**config.mk**
```make
export PLATFORM = sky130hd
export DESIGN_NAME = itlb_lru_refill
export DESIGN_NICKNAME = d
export VERILOG_FILES = /design/src/rtl/itlb_pkg.sv /design/src/rtl/itlb_tag_cmp.sv /design/src/rtl/itlb_lru.sv /design/src/rtl/itlb_lru_refill.sv
export SDC_FILE = /design/constraint.sdc
export NUM_CORES = 1
export LEC_CHECK = 0
export BUFFER_PORTS_ARGS = -buffer_cell sky130_fd_sc_hd__buf_2
export CORE_ASPECT_RATIO = 1.1
export CORE_UTILIZATION = 57
export CTS_BUF_LIST = sky130_fd_sc_hd__clkbuf_2 sky130_fd_sc_hd__clkbuf_4 sky130_fd_sc_hd__clkbuf_8
export DETAILED_ROUTE_END_ITERATION = 8
export GPL_TIMING_DRIVEN = 0
export PLACE_DENSITY = 0.91
export RECOVER_POWER = 25
export SETUP_SLACK_MARGIN = 0.1
export SYNTH_ARGS = -nofsm -noshare
export SYNTH_HDL_FRONTEND = slang
export SYNTH_HIERARCHICAL = 1
export SYNTH_SLANG_ARGS = --single-unit
```
**constraint.sdc**
```tcl
create_clock -name clk -period 10.05 [get_ports clk]
set_clock_uncertainty 0.1 [all_clocks]
set_input_delay 1.5075 -clock clk [delete_from_list [all_inputs] [get_ports clk]]
set_output_delay 1.5075 -clock clk [all_outputs]
set_load 0.005 [all_outputs]
```
**src/rtl/itlb_pkg.sv**
```systemverilog
package itlb_pkg;
   localparam int unsigned FLAG_W = 9;
   localparam int unsigned PG_LO  = 10;
   localparam logic [FLAG_W-1:0] FLAG_KEEP = 9'h1DA;
   localparam int unsigned F_VALID = 8;
   localparam int unsigned F_SZ_HI = 7;
   localparam int unsigned F_SZ_LO = 4;
   localparam int unsigned F_SHARE = 1;

   typedef enum logic [1:0] {
      RK_HIT   = 2'd0,
      RK_MISS  = 2'd1,
      RK_MULTI = 2'd2
   } res_kind_e;

   // lowest address bit that belongs to the page number for a size code
   function automatic int unsigned page_shift(logic [1:0] sz);
      case (sz)
         2'b00:   return 10;
         2'b01:   return 12;
         2'b10:   return 16;
         default: return 20;
      endcase
   endfunction
endpackage

```
**src/rtl/itlb_tag_cmp.sv**
```systemverilog
module itlb_tag_cmp
   import itlb_pkg::*;
#(
   parameter int unsigned VA_W   = 32,
   parameter int unsigned ASID_W = 8,
   localparam int unsigned VPN_W = VA_W - PG_LO
) (
   input  logic              ent_valid,
   input  logic              ent_share,
   input  logic [1:0]        ent_size,
   input  logic [VPN_W-1:0]  ent_vpn,
   input  logic [ASID_W-1:0] ent_asid,
   input  logic [VPN_W-1:0]  req_vpn,
   input  logic [ASID_W-1:0] req_asid,
   input  logic              req_any_asid,
   output logic              match
);
   logic [VPN_W-1:0] cmp_mask;
   logic             id_ok;
   logic             page_ok;

   always_comb begin
      for (int unsigned b = 0; b < VPN_W; b++) begin
         cmp_mask[b] = ((b + PG_LO) >= page_shift(ent_size));
      end
   end

   assign id_ok   = req_any_asid || ent_share || (ent_asid == req_asid);
   assign page_ok = (((ent_vpn ^ req_vpn) & cmp_mask) == '0);
   assign match   = ent_valid && id_ok && page_ok;
endmodule

```
**src/rtl/itlb_lru.sv**
```systemverilog
module itlb_lru #(
   parameter int unsigned N = 4,
   localparam int unsigned IW = $clog2(N),
   localparam int unsigned PW = N * (N - 1) / 2
) (
   input  logic          clk,
   input  logic          rst_n,
   input  logic          touch,
   input  logic [IW-1:0] touch_idx,
   output logic [IW-1:0] victim
);
   // pair (i,j), i<j, owns one bit; 1 means j was used after i
   function automatic int pbit(int i, int j);
      return int'(PW) - 1 - (i * int'(N) - (i * (i + 1)) / 2 + (j - i - 1));
   endfunction

   logic [PW-1:0] order_q, order_d;

   always_comb begin
      order_d = order_q;
      for (int a = 0; a < int'(N); a++) begin
         for (int b = a + 1; b < int'(N); b++) begin
            if (touch_idx == IW'(a)) order_d[pbit(a, b)] = 1'b0;
            else if (touch_idx == IW'(b)) order_d[pbit(a, b)] = 1'b1;
         end
      end
   end

   always_ff @(posedge clk or negedge rst_n) begin
      if (!rst_n)     order_q <= '0;
      else if (touch) order_q <= order_d;
   end

   always_comb begin : vsel
      logic oldest;
      victim = IW'(N - 1);
      for (int v = int'(N) - 2; v >= 0; v--) begin
         oldest = 1'b1;
         for (int o = 0; o < int'(N); o++) begin
            if (o < v)      oldest = oldest & ~order_q[pbit(o, v)];
            else if (o > v) oldest = oldest &  order_q[pbit(v, o)];
         end
         if (oldest) victim = IW'(v);
      end
   end
endmodule

```
**src/rtl/itlb_lru_refill.sv**
```systemverilog
module itlb_lru_refill
   import itlb_pkg::*;
#(
   parameter int unsigned ENTRIES = 4,
   parameter int unsigned VA_W    = 32,
   parameter int unsigned PA_W    = 29,
   parameter int unsigned ASID_W  = 8,
   localparam int unsigned IW     = $clog2(ENTRIES),
   localparam int unsigned VPN_W  = VA_W - PG_LO,
   localparam int unsigned PPN_W  = PA_W - PG_LO
) (
   input  logic              clk,
   input  logic              rst_n,
   input  logic              lk_valid,
   output logic              lk_ready,
   input  logic [VA_W-1:0]   lk_vaddr,
   input  logic [ASID_W-1:0] lk_asid,
   input  logic              lk_any_asid,
   output logic              res_valid,
   output logic [1:0]        res_kind,
   output logic [IW-1:0]     res_idx,
   output logic [PA_W-1:0]   res_paddr,
   output logic [FLAG_W-1:0] res_flags,
   output logic              ut_req,
   output logic [VA_W-1:0]   ut_vaddr,
   output logic [ASID_W-1:0] ut_asid,
   output logic              ut_any_asid,
   input  logic              ut_rsp_valid,
   input  logic [1:0]        ut_rsp_kind,
   input  logic [VPN_W-1:0]  ut_rsp_vpn,
   input  logic [ASID_W-1:0] ut_rsp_asid,
   input  logic [PPN_W-1:0]  ut_rsp_ppn,
   input  logic [FLAG_W-1:0] ut_rsp_flags
);
   if (ENTRIES < 2 || ENTRIES > 8) begin : g_bad_entries
      $error("itlb_lru_refill: ENTRIES must be 2..8");
   end
   if (VA_W <= 20 || PA_W <= 20) begin : g_bad_width
      $error("itlb_lru_refill: address widths must exceed the largest page");
   end
   if (PA_W > VA_W) begin : g_bad_pa
      $error("itlb_lru_refill: PA_W must not exceed VA_W");
   end

   function automatic logic [PA_W-1:0] form_paddr(logic [PPN_W-1:0] ppn,
                                                  logic [1:0] sz,
                                                  logic [PA_W-1:0] off);
      logic [PA_W-1:0] r;
      int unsigned sh;
      sh = page_shift(sz);
      for (int unsigned b = 0; b < PA_W; b++) begin
         if (b >= sh && b >= PG_LO) r[b] = ppn[b - PG_LO];
         else                       r[b] = off[b];
      end
      return r;
   endfunction

   // entry storage
   logic [VPN_W-1:0]  ent_vpn   [ENTRIES];
   logic [ASID_W-1:0] ent_asid  [ENTRIES];
   logic [PPN_W-1:0]  ent_ppn   [ENTRIES];
   logic [FLAG_W-1:0] ent_flags [ENTRIES];

   // lookup side
   logic [ENTRIES-1:0] hit_vec;
   logic [IW-1:0]      hit_idx;
   logic               multi;
   logic               accept;
   logic               one_hit;

   // control state
   logic              wait_q;
   logic [VA_W-1:0]   req_va_q;
   logic [ASID_W-1:0] req_asid_q;
   logic              req_any_q;
   logic              res_valid_q;
   logic [1:0]        res_kind_q;
   logic [IW-1:0]     res_idx_q;
   logic [PA_W-1:0]   res_pa_q;
   logic [FLAG_W-1:0] res_fl_q;

   // refill side
   logic              fill_we;
   logic [FLAG_W-1:0] fill_flags;
   logic [IW-1:0]     victim;
   logic              lru_touch;
   logic [IW-1:0]     lru_idx;

   for (genvar e = 0; e < ENTRIES; e++) begin : g_cmp
      itlb_tag_cmp #(.VA_W(VA_W), .ASID_W(ASID_W)) u_cmp (
         .ent_valid    (ent_flags[e][F_VALID]),
         .ent_share    (ent_flags[e][F_SHARE]),
         .ent_size     ({ent_flags[e][F_SZ_HI], ent_flags[e][F_SZ_LO]}),
         .ent_vpn      (ent_vpn[e]),
         .ent_asid     (ent_asid[e]),
         .req_vpn      (lk_vaddr[VA_W-1:PG_LO]),
         .req_asid     (lk_asid),
         .req_any_asid (lk_any_asid),
         .match        (hit_vec[e])
      );
   end

   always_comb begin
      hit_idx = '0;
      for (int unsigned e = 0; e < ENTRIES; e++) begin
         if (hit_vec[e]) hit_idx = IW'(e);
      end
   end

   assign multi      = !$onehot0(hit_vec);
   assign accept     = lk_valid && !wait_q;
   assign one_hit    = accept && (|hit_vec) && !multi;
   assign fill_we    = wait_q && ut_rsp_valid && (ut_rsp_kind == RK_HIT);
   assign fill_flags = ut_rsp_flags & FLAG_KEEP;
   assign lru_touch  = one_hit || fill_we;
   assign lru_idx    = fill_we ? victim : hit_idx;

   itlb_lru #(.N(ENTRIES)) u_lru (
      .clk       (clk),
      .rst_n     (rst_n),
      .touch     (lru_touch),
      .touch_idx (lru_idx),
      .victim    (victim)
   );

   always_ff @(posedge clk or negedge rst_n) begin
      if (!rst_n) begin
         for (int unsigned e = 0; e < ENTRIES; e++) begin
            ent_vpn[e]   <= '0;
            ent_asid[e]  <= '0;
            ent_ppn[e]   <= '0;
            ent_flags[e] <= '0;
         end
      end else if (fill_we) begin
         for (int unsigned e = 0; e < ENTRIES; e++) begin
            if (victim == IW'(e)) begin
               ent_vpn[e]   <= ut_rsp_vpn;
               ent_asid[e]  <= ut_rsp_asid;
               ent_ppn[e]   <= ut_rsp_ppn;
               ent_flags[e] <= fill_flags;
            end
         end
      end
   end

   always_ff @(posedge clk or negedge rst_n) begin
      if (!rst_n) begin
         wait_q      <= 1'b0;
         req_va_q    <= '0;
         req_asid_q  <= '0;
         req_any_q   <= 1'b0;
         res_valid_q <= 1'b0;
         res_kind_q  <= RK_HIT;
         res_idx_q   <= '0;
         res_pa_q    <= '0;
         res_fl_q    <= '0;
      end else begin
         res_valid_q <= 1'b0;
         if (accept) begin
            if (multi) begin
               res_valid_q <= 1'b1;
               res_kind_q  <= RK_MULTI;
            end else if (one_hit) begin
               res_valid_q <= 1'b1;
               res_kind_q  <= RK_HIT;
               res_idx_q   <= hit_idx;
               res_pa_q    <= form_paddr(ent_ppn[hit_idx],
                                         {ent_flags[hit_idx][F_SZ_HI], ent_flags[hit_idx][F_SZ_LO]},
                                         lk_vaddr[PA_W-1:0]);
               res_fl_q    <= ent_flags[hit_idx];
            end else begin
               wait_q     <= 1'b1;
               req_va_q   <= lk_vaddr;
               req_asid_q <= lk_asid;
               req_any_q  <= lk_any_asid;
            end
         end else if (wait_q && ut_rsp_valid) begin
            wait_q      <= 1'b0;
            res_valid_q <= 1'b1;
            res_kind_q  <= ut_rsp_kind;
            if (fill_we) begin
               res_idx_q <= victim;
               res_pa_q  <= form_paddr(ut_rsp_ppn,
                                       {ut_rsp_flags[F_SZ_HI], ut_rsp_flags[F_SZ_LO]},
                                       req_va_q[PA_W-1:0]);
               res_fl_q  <= fill_flags;
            end
         end
      end
   end

   assign lk_ready    = !wait_q;
   assign ut_req      = wait_q;
   assign ut_vaddr    = req_va_q;
   assign ut_asid     = req_asid_q;
   assign ut_any_asid = req_any_q;
   assign res_valid   = res_valid_q;
   assign res_kind    = res_kind_q;
   assign res_idx     = res_idx_q;
   assign res_paddr   = res_pa_q;
   assign res_flags   = res_fl_q;
endmodule

```
==> results.txt <==
WL final: 41500 µm
TNS Setup: 0 ns
Vias in the first global route: 11600
Power share of the combinational group: 17.5%
Share of the yosys chip area belonging to registers: 51.7%
Die X-Extent: 156 µm
Mapped Cells: 1139
CP Capture Type: async pin
Async S/R FF share, synth: 100%
Main area contributors after synthesis: dfrtp_1 52%, mux2_2 18%, xor2_1 6.1%
Largest net degree at the start of global routing: 119
Run status: finished with violations
CP max stage cell: clkbuf_1
GR Overflow Total: 0
RSZ-0062 raised after global routing: no
Cell Int Power: 2.34 mW
CTS tree: built
Slew Viols, Final: 89
Clk slew on worst S/H paths: 0.06 ns
Global Route Usage Sum: 31.9%
CP Buf/Inv Count: 1
Share of cells above drive strength 1: 43.2%
Flop pwr share: 47.9%
Core area: 0.0255 mm²
Area occupied by multi-input gates: 0.00678 mm²
CTS buffer count: 48
Top delay family on crit path: buffers and inverters
Leading area contributor after synthesis: dfrtp_1
Seq cells post-synth: 308
Port Buffers: 183
Critical path's largest stage delay: 3.32 ns
First-pass GRT wire length: 63900 µm
Worst min path class: reg -> reg
Hold buffer count at cts: 0
NetSw: 883 µW
EDFF count, synth: 0
Ports: 191
Count of final hold-check violations: 0
Top-count cell post-synth: dfrtp_1
Root Driver: clkbuf_8
DR pass1 iterations: 5
Min Tclk post-route: 5.50 ns
Count of yosys warnings during synthesis: 6
Max cap viols: 1
Detailed Route Iter0 Violations: 960
Max Fclk: 182 MHz
Initial antenna violation count: 6
Relative slew slack: -222%
Worst EP required: 9.48 ns
Clock power share: 34.6%
Fillers: 1730
CP Class: in -> async
CP arrival: 4.92 ns
Static Leakage: 8.59 nW
Via density: 6.15
Critical path launch point type: input port
Net Sw Frac: 27.4%
Syn avg cell area: 13.1 µm²
# setup viols final: 0
Critical Path Fanout Max: 89
Routed len/inst: 23.6 µm
Via count of the routed design: 10800
Failing checks: capacitance limit, slew limit
Drc violations: 0
Crit path cell chain: clkbuf_1
DIE HEIGHT: 172 µm
TritonCTS Sinks: 308
Initial Util: 58.5%
Nets@finish: 1488
Final Cycle Share: 54.7%
Peak VDD IR: 0.105 mV
Synth top area share: 51.7%
FF+latch area: 0.00771 mm²
Area delta synth->final: 16.2%
H-tree levels: 2
Post-Synthesis Cell Area: 0.0149 mm²
DIE AREA: 0.0268 mm²
Clk Latency, worst-skew pair: 0.59 ns
Post-DRT Antenna Nets: 0
Post-synth top cells: 308 x dfrtp_1, 237 x mux2_2, 104 x xor2_1
Final GP Congestion: 0.981
Cell row count: 61
Ys flop type: dfrtp_1
Post-CTS sizing: 0
Worst slack, placed: 4.36 ns
Setup WS post-layout: 4.55 ns
Measured slew at the worst slew-check pin: 4.83 ns
# Post-CTS Setup Buffers: 0
CTS max path bufs: 3
Pwr/cell area: 186 mW/mm²
Synth unique cells: 65
Detailed Place HPWL: 28700 µm
## final cells by class
| class | count | area share, % |
|---|---|---|
| Antenna cell | 4 | 0.0577 |
| Tap cell | 346 | 2.50 |
| Buffer | 64 | 2.24 |
| Inverter | 14 | 0.303 |
| Timing Repair Buffer | 185 | 5.59 |
| Clock inverter | 6 | 0.527 |
| Multi-Input combinational cell | 755 | 39.1 |
| Clock buffer | 74 | 5.26 |
| Sequential cell | 308 | 44.4 |
## sequential cells by signal, indices dropped and copies added (netlist names), 6 cells and up
register       count
res_flags          6
ent_vpn           88
ent_asid          32
ut_asid            8
u_lru/order_q      6
ut_vaddr          32
ent_ppn           76
ent_flags         24
res_paddr         29
## stage by stage
stage                     utilization [%]  power (mW)  instances  cell area, µm²  hold WS, ns
after floorplan                         -        1.85       1141           14900        0.370
after global placement               63.9        2.07       1670           16300        0.357
after detailed placement             64.1        2.12       1672           16300        0.364
after CTS                            68.0        3.23       1752           17300        0.377
after global routing                 68.0        3.35       1755           17300        0.397
final                                68.0        3.23       1756           17300        0.374
## logic make-up after synthesis
| group | count (synthesis) | share of synthesized area, % |
|---|---|---|
| adder cells (fa/ha/maj) | 7 | 0.637 |
| AO/OA/AOI/OAI | 138 | 6.44 |
| multiplexers | 335 | 25.8 |
| flip-flops | 308 | 51.7 |
| other | 1 | 0.0251 |
| AND/OR/NAND/NOR | 152 | 5.45 |
| buffers and inverters | 78 | 2.95 |
| XOR/XNOR | 120 | 7.04 |
## layer usage
layer	routed length (µm)	up-vias	global-route usage, %
li1	-	4566	-
met1	15300	5421	38.2
met2	20000	606	52.4
met3	3510	201	7.16
met4	2600	4	19.8
met5	22	-	0
## worst reg2reg max path, delay by kind of cell, from the launching register on
family                     cells  cell delay, ns
AOI/OAI and AO/OA              3            0.75
buffers and inverters          6            1.35
muxes                          1            0.19
DFF                            1            0.39
and+or+nand+nor                3            1.10
adders and majority gates      1            0.46
xor gates and xnor gates       1            0.16
## path summary, 6_finish.rpt
check,start,to,slack (ns),depth (start not counted)
worst max-delay path,rst_n,res_flags[6],4.55,1
worst min-delay path,res_idx[0],res_idx[0],0.37,1
worst max register to register,ent_vpn[58],u_lru/order_q[5],5.46,15
worst min register to register,res_idx[0],res_idx[0],0.37,1
max in group clk,lk_vaddr[31],u_lru/order_q[5],4.76,16
min in group asynchronous,rst_n,ut_vaddr[20],2.56,1
## cells in the final DEF (no fill, tap or decap), drive strengths merged, types with 9 or more instances in the layout
cell and n:
o21ai 38, clkbuf 90, mux2 280, mux2i 55
a211oi 9, inv 16, xnor2 16, nor4 28
a21oi 30, o211ai 9, dfrtp 308, buf 233
nor2 48, xor2 104, nand2 29, a22o 17
nand3 15
## power by group through the flow
stage	combinational [mW]	sequential [mW]	clock, mW
5_1_grt	0.609	1.56	1.18
6_report	0.565	1.55	1.12
2_1_floorplan	0.309	1.54	0
3_5_place_dp	0.555	1.56	0
4_1_cts	0.563	1.54	1.12
3_3_place_gp	0.528	1.55	0
Power figures use the tool's default switching activity.
